--- src/rtl/hdrv_wd_pkg.sv ---
package hdrv_wd_pkg;
  localparam int CNT_W = 9;
  localparam int DEF_STREAK_N = 4;
  localparam int DEF_TMO_MARGIN = 16;

  typedef logic [CNT_W-1:0] cnt_t;
  typedef enum logic {MODE_BACKUP = 1'b0, MODE_PASS = 1'b1} mode_e;

  // main windows, in reference counts
  localparam cnt_t WIN_SLOW_LO = cnt_t'(144);
  localparam cnt_t WIN_SLOW_HI = cnt_t'(172);
  localparam cnt_t WIN_FAST_LO = cnt_t'(128);
  localparam cnt_t WIN_FAST_HI = cnt_t'(146);

  function automatic cnt_t band_lo(input logic [1:0] sel);
    case (sel)
      2'd0:    return cnt_t'(156);
      2'd1:    return cnt_t'(144);
      2'd2:    return cnt_t'(132);
      default: return cnt_t'(120);
    endcase
  endfunction

  function automatic cnt_t band_hi(input logic [1:0] sel);
    case (sel)
      2'd0:    return cnt_t'(172);
      2'd1:    return cnt_t'(160);
      2'd2:    return cnt_t'(146);
      default: return cnt_t'(136);
    endcase
  endfunction
endpackage

--- src/rtl/hdrv_wd_range.sv ---
module hdrv_wd_range
  import hdrv_wd_pkg::*;
#(
  parameter int TMO_MARGIN = DEF_TMO_MARGIN
) (
  input  logic       win_sel,
  input  logic [1:0] freq_sel,
  output cnt_t       lim_lo,
  output cnt_t       lim_hi,
  output cnt_t       tmo_lim,
  output cnt_t       gen_per,
  output cnt_t       gen_high
);
  cnt_t b_lo, b_hi, w_lo, w_hi, c_lo, c_hi, gen_low;
  logic [CNT_W:0] span_sum;

  always_comb begin
    b_lo = band_lo(freq_sel);
    b_hi = band_hi(freq_sel);
    w_lo = win_sel ? WIN_FAST_LO : WIN_SLOW_LO;
    w_hi = win_sel ? WIN_FAST_HI : WIN_SLOW_HI;
    c_lo = (b_lo > w_lo) ? b_lo : w_lo;
    c_hi = (b_hi < w_hi) ? b_hi : w_hi;
    // a band that misses the window falls back to the window itself
    if (c_lo > c_hi) begin
      lim_lo = w_lo;
      lim_hi = w_hi;
    end else begin
      lim_lo = c_lo;
      lim_hi = c_hi;
    end
    span_sum = {1'b0, lim_lo} + {1'b0, lim_hi};
    gen_per  = span_sum[CNT_W:1];
    gen_low  = {1'b0, gen_per[CNT_W-1:1]};
    gen_high = gen_per - gen_low;
    tmo_lim  = lim_hi + cnt_t'(TMO_MARGIN);
  end
endmodule

--- src/rtl/hdrv_wd_meter.sv ---
module hdrv_wd_meter
  import hdrv_wd_pkg::*;
(
  input  logic clk,
  input  logic rst_n,
  input  logic drv_in,
  input  cnt_t lim_lo,
  input  cnt_t lim_hi,
  input  cnt_t tmo_lim,
  output logic rise,
  output logic meas_ok,
  output logic meas_bad
);
  localparam int WW = CNT_W + 3;
  localparam cnt_t CNT_MAX = '1;

  logic prev_q, have_ref_q;
  cnt_t per_q, low_q;
  logic [WW-1:0] low5, per2, per3;
  logic in_band, duty_ok, tmo_hit;

  always_comb begin
    rise     = drv_in & ~prev_q;
    low5     = (WW'(low_q) << 2) + WW'(low_q);
    per2     = WW'(per_q) << 1;
    per3     = per2 + WW'(per_q);
    in_band  = (per_q >= lim_lo) && (per_q <= lim_hi);
    duty_ok  = (low5 >= per2) && (low5 <= per3);
    tmo_hit  = !rise && (per_q == tmo_lim);
    meas_ok  = rise && have_ref_q && in_band && duty_ok;
    meas_bad = (rise && have_ref_q && !(in_band && duty_ok)) || tmo_hit;
  end

  always_ff @(posedge clk or negedge rst_n) begin
    if (!rst_n) begin
      prev_q     <= 1'b0;
      have_ref_q <= 1'b0;
      per_q      <= '0;
      low_q      <= '0;
    end else begin
      prev_q <= drv_in;
      if (rise) begin
        per_q      <= cnt_t'(1);
        low_q      <= '0;
        have_ref_q <= 1'b1;
      end else begin
        if (per_q != CNT_MAX) per_q <= per_q + cnt_t'(1);
        if (!drv_in && low_q != CNT_MAX) low_q <= low_q + cnt_t'(1);
        if (tmo_hit) have_ref_q <= 1'b0;
      end
    end
  end

  // a timeout leaves the next edge as a bare reference
  p_no_eval_after_tmo_r9: assert property (@(posedge clk) disable iff (!rst_n)
    tmo_hit |=> !meas_ok);

  p_ok_bad_exclusive_r3: assert property (@(posedge clk) disable iff (!rst_n)
    !(meas_ok && meas_bad));
endmodule

--- src/rtl/hdrv_wd_gen.sv ---
module hdrv_wd_gen
  import hdrv_wd_pkg::*;
(
  input  logic clk,
  input  logic rst_n,
  input  logic restart,
  input  cnt_t gen_per,
  input  cnt_t gen_high,
  output logic gen_lvl
);
  cnt_t ph_q;

  assign gen_lvl = restart || (ph_q < gen_high);

  always_ff @(posedge clk or negedge rst_n) begin
    if (!rst_n) begin
      ph_q <= '0;
    end else if (restart) begin
      ph_q <= cnt_t'(1);
    end else if (ph_q >= gen_per - cnt_t'(1)) begin
      ph_q <= '0;
    end else begin
      ph_q <= ph_q + cnt_t'(1);
    end
  end

  p_phase_bound_r5: assert property (@(posedge clk) disable iff (!rst_n)
    $stable(gen_per) |-> (ph_q < gen_per));
endmodule

--- src/rtl/hdrv_watchdog.sv ---
module hdrv_watchdog
  import hdrv_wd_pkg::*;
#(
  parameter int STREAK_N   = DEF_STREAK_N,
  parameter int TMO_MARGIN = DEF_TMO_MARGIN
) (
  input  logic       clk,
  input  logic       rst_n,
  input  logic       win_sel,
  input  logic [1:0] freq_sel,
  input  logic       flb_hold_en,
  input  logic       flyback_in,
  input  logic       drv_in,
  output logic       drv_out,
  output logic       fallback
);
  localparam int SW = $clog2(STREAK_N + 1);

  cnt_t lim_lo, lim_hi, tmo_lim, gen_per, gen_high;
  logic rise, meas_ok, meas_bad, gen_lvl, restart, hold;
  mode_e mode_q, mode_nx;
  logic [SW-1:0] streak_q, streak_nx;

  hdrv_wd_range #(.TMO_MARGIN(TMO_MARGIN)) u_range (
    .win_sel(win_sel), .freq_sel(freq_sel), .lim_lo(lim_lo), .lim_hi(lim_hi),
    .tmo_lim(tmo_lim), .gen_per(gen_per), .gen_high(gen_high)
  );

  hdrv_wd_meter u_meter (
    .clk(clk), .rst_n(rst_n), .drv_in(drv_in), .lim_lo(lim_lo), .lim_hi(lim_hi),
    .tmo_lim(tmo_lim), .rise(rise), .meas_ok(meas_ok), .meas_bad(meas_bad)
  );

  hdrv_wd_gen u_gen (
    .clk(clk), .rst_n(rst_n), .restart(restart), .gen_per(gen_per),
    .gen_high(gen_high), .gen_lvl(gen_lvl)
  );

  always_comb begin
    hold = flb_hold_en & flyback_in;
    if (meas_bad)
      streak_nx = '0;
    else if (meas_ok && streak_q < SW'(STREAK_N))
      streak_nx = streak_q + SW'(1);
    else
      streak_nx = streak_q;

    mode_nx = mode_q;
    if (mode_q == MODE_PASS) begin
      if (meas_bad) mode_nx = MODE_BACKUP;
    end else if (meas_ok && streak_q == SW'(STREAK_N - 1)) begin
      mode_nx = MODE_PASS;
    end
    restart = (mode_q == MODE_PASS) && (mode_nx == MODE_BACKUP);
  end

  always_ff @(posedge clk or negedge rst_n) begin
    if (!rst_n) begin
      mode_q   <= MODE_BACKUP;
      streak_q <= '0;
      drv_out  <= 1'b0;
    end else begin
      mode_q   <= mode_nx;
      streak_q <= streak_nx;
      drv_out  <= ((mode_nx == MODE_PASS) ? drv_in : gen_lvl) | hold;
    end
  end

  assign fallback = (mode_q == MODE_BACKUP);

  p_range_in_window_r2: assert property (@(posedge clk) disable iff (!rst_n)
    (lim_lo <= lim_hi) &&
    (lim_lo >= (win_sel ? WIN_FAST_LO : WIN_SLOW_LO)) &&
    (lim_hi <= (win_sel ? WIN_FAST_HI : WIN_SLOW_HI)));

  p_pass_on_rise_r6: assert property (@(posedge clk) disable iff (!rst_n)
    $fell(fallback) |-> ($past(rise) && drv_out));

  p_streak_bound_r6: assert property (@(posedge clk) disable iff (!rst_n)
    streak_q <= SW'(STREAK_N));

  p_pass_follow_r7: assert property (@(posedge clk) disable iff (!rst_n)
    (mode_q == MODE_PASS && !$past(hold)) |-> (drv_out == $past(drv_in)));

  p_backup_starts_high_r8: assert property (@(posedge clk) disable iff (!rst_n)
    $rose(fallback) |-> drv_out);

  p_hold_high_r10: assert property (@(posedge clk) disable iff (!rst_n)
    (flb_hold_en && flyback_in) |=> drv_out);
endmodule

--- config.mk ---
export PLATFORM = sky130hd
export DESIGN_NAME = hdrv_watchdog
export DESIGN_NICKNAME = d
export VERILOG_FILES = /design/src/rtl/hdrv_wd_pkg.sv /design/src/rtl/hdrv_wd_range.sv /design/src/rtl/hdrv_wd_meter.sv /design/src/rtl/hdrv_wd_gen.sv /design/src/rtl/hdrv_watchdog.sv
export SDC_FILE = /design/constraint.sdc
export NUM_CORES = 1
export LEC_CHECK = 0
export BUFFER_PORTS_ARGS = -buffer_cell sky130_fd_sc_hd__buf_4
export CAP_MARGIN = 20
export CORE_ASPECT_RATIO = 0.8
export CORE_MARGIN = 4
export CORE_UTILIZATION = 42
export CTS_CLUSTER_SIZE = 10
export DETAILED_ROUTE_END_ITERATION = 6
export PLACE_DENSITY = 0.61
export SYNTH_ARGS = -nofsm -noshare
export SYNTH_HDL_FRONTEND = slang
export SYNTH_SLANG_ARGS = --single-unit
--- constraint.sdc ---
create_clock -name clk -period 7.15 [get_ports clk]
set_clock_uncertainty 0.1 [all_clocks]
set_input_delay 0.3575 -clock clk [delete_from_list [all_inputs] [get_ports clk]]
set_output_delay 0.3575 -clock clk [all_outputs]
set_load 0.005 [all_outputs]
; Yosys cells after proc, flatten, opt, wreduce, memory -nomap -nowiden
; Cells that the tools add are included.
[totals]
ff_bits = 34
input_bits = 8
output_inout_bits = 2
word_cells = 84
[classes]
add_sub_neg = 10
n_lt_le_gt_ge = 10
eq_ne = 6
muxes = 22
n_bitwise = 6
n_reduce_logical = 22
[ops]
columns = op, n
row1 = 9-bit two-way mux, 10
row2 = 9-bit by 1-bit adder with 9-bit output (second input constant), 3
row3 = 8-bit one-hot mux with 3 select lines, 1
row4 = 9-bit greater-or-equal comparator, 2
row5 = 9-bit inequality test (second input constant), 2
row6 = 6-bit one-hot mux with 3 select lines, 1
row7 = 11-bit by 9-bit adder with 12-bit output, 1
row8 = 12-bit by 10-bit greater-or-equal comparator with 1-bit output, 1
row9 = 12-bit less-or-equal comparator, 1
row10 = 1-bit logical AND, 12
row11 = 10-bit by 9-bit adder with 11-bit output, 1
row12 = 9-bit by 9-bit adder with 10-bit output, 1
row13 = 9-bit by 5-bit adder with 9-bit output (second input constant), 1
row14 = 9-bit equality test, 1
row15 = 8-bit by 9-bit greater-than comparator with 1-bit output, 1
row16 = 9-bit greater-than comparator, 1
row17 = 9-bit less-or-equal comparator, 1
row18 = 8-bit by 9-bit < comparator with 1-bit output, 1
row19 = 9-bit < comparator, 1
row20 = 9-bit by 1-bit subtractor with 9-bit output (second input constant), 1
row21 = 9-bit by 8-bit subtractor with 9-bit output, 1
row22 = 2-bit nonzero test, 4
row23 = 1-bit two-way mux, 6
row24 = 3-bit two-way mux, 2
row25 = 13 further kinds, 19

; Longest topological paths before layout
[depth]
word_depth = 19
ltp_mapped = 28
ltp_nobuf = 28

; Cells and area by module
; From an unflattened synthesis, not the netlist that was laid out.
[hier_totals]
cells_unflattened = 557
area_unflattened_um2 = 4839.6
[modules_own_cells]
columns = module, instances, cells_each, area_per_inst_um2, seq_area_each_um2
row1 = hdrv_wd_meter, 1, 309, 2630.0, 500.5
row2 = hdrv_wd_range, 1, 121, 980.9, 0.0
row3 = hdrv_wd_gen, 1, 103, 962.2, 225.2
row4 = hdrv_watchdog, 1, 24, 266.5, 125.1

; Worst setup path before layout
; Ideal clock, no wire load.
[synth_timing]
path_kind = input to register
from = in win_sel
to = reg drv_out
setup_time_ps = 74
arrival_ps = 4739
setup_slack_ps = 2237
cell_stages = 26
n_path_buf = 2
path_cell_list = buf_2 inv_1 fa_1 buf_1 nor2_1 a31oi_1 o21ai_0 nand2b_1 mux2_1 ha_1 inv_1 fa_1 inv_1 a21o_1 a21oi_1 inv_1 ha_1 nor2b_1 nor3_1 xnor2_1 ha_1 or4_1 a21oi_1 a211o_1 a22oi_1 o21ai_2
[synth_between]
elab_chain_len = 18
elab_cells_between_ends = 33
classes_between = add/sub (3) / order compare (6) / eq/ne (1) / mux (10) / bitwise (2) / reduce/logical (11)
[synth_lines]
columns = item, line_no
row1 = "start, declared", hdrv_watchdog.sv:9  ; input logic win_sel,
row2 = "parallel branches: the longest is 16 deep, another holds 9-bit by 9-bit adder with 10-bit output", n/a
row3 = 1-bit two-way mux *, hdrv_watchdog.sv:65  ; drv_out <= ((mode_nx == MODE_PASS) ? drv_in : gen_lvl) | hold;
row4 = 1-bit bitwise OR *, hdrv_watchdog.sv:65
row5 = "end signal, assigned", hdrv_watchdog.sv:65
row6 = "end, declared", hdrv_watchdog.sv:14  ; output logic drv_out,
; Mark *: on every way between the ends.
; A chain may end at the register's enable or synchronous reset.

; Worst setup path after layout
[layout_timing]
from = in freq_sel[0]
to = reg u_gen.ph_q[6]
[layout_between]
elab_chain_len = 17
elab_cells_between_ends = 35
classes_between = add/sub (3) / order compare (6) / eq/ne (3) / mux (11) / bitwise (1) / reduce/logical (11)
[layout_lines]
columns = item, line_no
row1 = "start, declared", hdrv_watchdog.sv:10  ; input logic [1:0] freq_sel,
row2 = "parallel branches: the longest is 16 deep, another holds 9-bit by 9-bit adder with 10-bit output", n/a
row3 = 9-bit two-way mux *, hdrv_wd_gen.sv:18  ; end else if (restart) begin
row4 = "end signal, assigned", hdrv_wd_gen.sv:19  ; ph_q <= cnt_t'(1);
row5 = "end signal, assigned", hdrv_wd_gen.sv:23  ; ph_q <= ph_q + cnt_t'(1);
row6 = "end, declared", hdrv_wd_gen.sv:11  ; cnt_t ph_q;
; Marked as above.

==> results.yml <==
power:
  seqPwrFrac_pct: 25.4
  clockPowerShare_pct: 17.2
  comb_power_share_pct: 57.4
  power.switching_mw: 0.521
  leakage_nw: 2.35
  irDropWorstVdd_mv: 0.198
  cellPowerDensity_nw_per_um2: 242
  switching_share_pct: 43.8
  p_int_mw: 0.668
  total_power_mw: 1.19
grt:
  grt_pass1_wl_um: 17900
  grt_pass1_vias: 3680
  grt_usage_pct: 17.2
  grt_overflow: 0
  grt_max_degree: 35
  antenna_found_initial: 0
clocking:
  insertion_delay_ns: 0.28
  cts-resized-gates: 0
  cts_buffers: 5
  htree_levels: 2
  clock_tree.root_cell: "clkbuf_16"
  clkTransAtPathRegs_ns: 0.06
  cts_tree: "done"
  cts_buffer_depth: 2
  numClockSinks: 34
logic_synthesis:
  async_flop_share_pct: 100
  ys_types: 60
  yosys_most_used_dff: "dfrtp_1"
  ys.warnings.count: 0
  syn_inst: 521
  synth_edf_count: 0
  syn_area_per_cell_um2: 8.73
  seq_area_frac_synth_pct: 18.7
  ys_ff_latch: 34
  synth_area_um2: 4550
drt:
  drt_first_pass_iters: 5
  drtIter0Drc: 236
  drtAntennaViolNets: 0
  vias: 3768
  avgRoutedWirePerCell_um: 15.4
  drc_errors: 0
  wirelength_um: 10300
  routed_via_density: 5.60
worst_setup_path:
  startpoint_type: "input port"
  worstPathRequired_ns: 7.25
  path_max_fanout: 16
  cp-startpoint: "freq_sel[0]"
  end_kind: "register"
  setup.worst_path.class: "input port to register"
  reg2reg_from: "u_meter.per_q[0]"
  cp.arrival_ns: 5.51
run_status:
  outcome: "finished clean"
cells_and_area:
  layout_common_cells: "104 x ha_1, 37 x nor2_1, 36 x inv_1"
  drive_gt1_share_pct: 7.69
  final_common_cell: "ha_1"
  diodes: 0
  syn_to_final_growth_pct: 7.95
  final_nets: 650
  post-route-util_pct: 47.2
sta:
  grt_setup_unrepaired: "false"
  slew_viol_final: 0
  tns_ns: 0
  hold_violations: 0
  worst_slew_pin_slew_ns: 1.08
  slew_headroom_pct: 27.7
  setup_viol: 0
  final.period_utilization_pct: 75.6
  post-route-min-period_ns: 5.41
  clock.fmax_mhz: 185
floorplan:
  initial_core_util_pct: 43.7
  ios: 10
  rows: 33
  die_area_um2: 12600
  die_w_um: 124
  core-area_um2: 10400
  die_y_um: 101
placed_design:
  dp_hpwl_um: 8300
  io_buffers: 9
  place_congestion: 0.861
min_path:
  min_from: "drv_in"
  hold_class: "input port to register"
flow_run:
  maxCapViolations: 0
## power by group through the flow
stage	clock network [mW]	registers, mW	logic [mW]
floorplan	0	0.280	0.551
global placement	0	0.303	0.655
detailed placement	0	0.305	0.676
CTS	0.209	0.302	0.685
global route	0.219	0.311	0.792
finish	0.204	0.302	0.682
## repair_timing
action / in CTS / in global routing
hold buffers: 1 / 0
hold endpoints to repair: 34 / 0
buffers inserted: 0 / 0
## area by class of cell
class	count	area [um^2]
clock inverter	2	10.0
multi-input combinational	445	3530
sequential	34	851
tap	140	175
fill	1036	5500
inverter	36	135
timing repair buffer	11	85.1
clock buffer	5	125
## sequential cells by signal (all words and copies together) (netlist names)
signal	flops
u_gen.ph_q	9
mode_q	1
u_meter.prev_q	1
u_meter.have_ref_q	1
u_meter.per_q	9
drv_out	1
streak_q	3
u_meter.low_q	9
## stage by stage
step	area, um^2	setup WS, ns	hold WS, ns	instances
2_1_floorplan	4560	2.24	-0.0381	525
3_3_place_gp	4760	1.73	0.241	665
3_5_place_dp	4760	1.55	0.239	665
4_1_cts	4910	1.82	0.129	673
5_1_grt	4910	1.20	0.126	673
6_report	4910	1.74	0.130	673
## worst paths after layout
| kind | to | cells after the start | slack, ns |
|---|---|---|---|
| setup / recovery | u_gen.ph_q[6] | 24 | 1.74 |
| hold / removal | u_meter.prev_q | 1 | 0.13 |
| setup reg to reg | u_gen.ph_q[0] | 15 | 2.75 |
| hold reg to reg | streak_q[1] | 2 | 0.45 |
| max in group asynchronous | u_meter.per_q[6] | 2 | 6.16 |
| min in group asynchronous | u_gen.ph_q[7] | 2 | 0.47 |
## routing by layer
| layer | track usage [%] | vias up | wire length [um] | part of all wire, % |
|---|---|---|---|---|
| met5 | 0 | - | 0 | 0 |
| met4 | 3.12 | 0 | 67 | 0.65 |
| met3 | 2.44 | 6 | 413 | 4.0 |
| met2 | 27.1 | 45 | 4520 | 44 |
| met1 | 25.3 | 1791 | 5340 | 52 |
| li1 | - | 1926 | - | - |
## kinds of logic (layout without fill, tap and decap cells)
kind of cell,Yosys count,after routing,share of synthesized area [%]
compound gates,127,127,19.6
xor+xnor,36,36,6.93
fa+ha+maj,109,109,30.8
buf+inv,46,54,4.04
flops,34,34,18.7
mux,7,7,1.60
other cells,1,5,0.0825
simple gates,161,161,18.2
## synth_stat cells, types with 4 or more instances
cell type	count	share of area (%)
a211o_1	4	0.77
a211oi_1	5	0.83
a21o_1	11	1.8
a21oi_1	28	3.1
a221oi_1	4	0.77
a31oi_1	4	0.55
and3_1	5	0.69
clkbuf_1	4	0.33
dfrtp_1	34	19
fa_1	5	2.2
ha_1	104	29
inv_1	36	3.0
mux2i_1	5	1.1
nand2_1	24	2.0
nand2b_1	8	1.1
nand3_1	24	2.6
nand4_1	18	2.5
nor2_1	37	3.1
nor2b_1	15	2.1
nor3_1	12	1.3
o21a_1	5	0.83
o21ai_0	24	2.6
o21ai_2	10	1.9
o21bai_1	4	0.66
or3_1	5	0.69
xnor2_1	22	4.2
xor2_1	14	2.7
## worst max-delay path, stage by stage
cell,delay (ns)
buf_4,0.15
inv_1,0.12
ha_1,0.25
nor2_1,0.09
nor2_1,0.06
ha_1,0.21
a211oi_1,0.47
o21ai_0,0.19
nand2b_1,0.23
mux2_1,0.36
ha_1,0.22
inv_1,0.07
fa_1,0.15
inv_1,0.04
a21o_1,0.14
a21oi_1,0.38
inv_1,0.12
a211oi_1,0.42
ha_1,0.33
o211ai_1,0.16
nor2_1,0.10
a21oi_2,0.53
nand4_1,0.19
o21ai_2,0.17
Note: power is estimated with default switching activity, not from simulation.
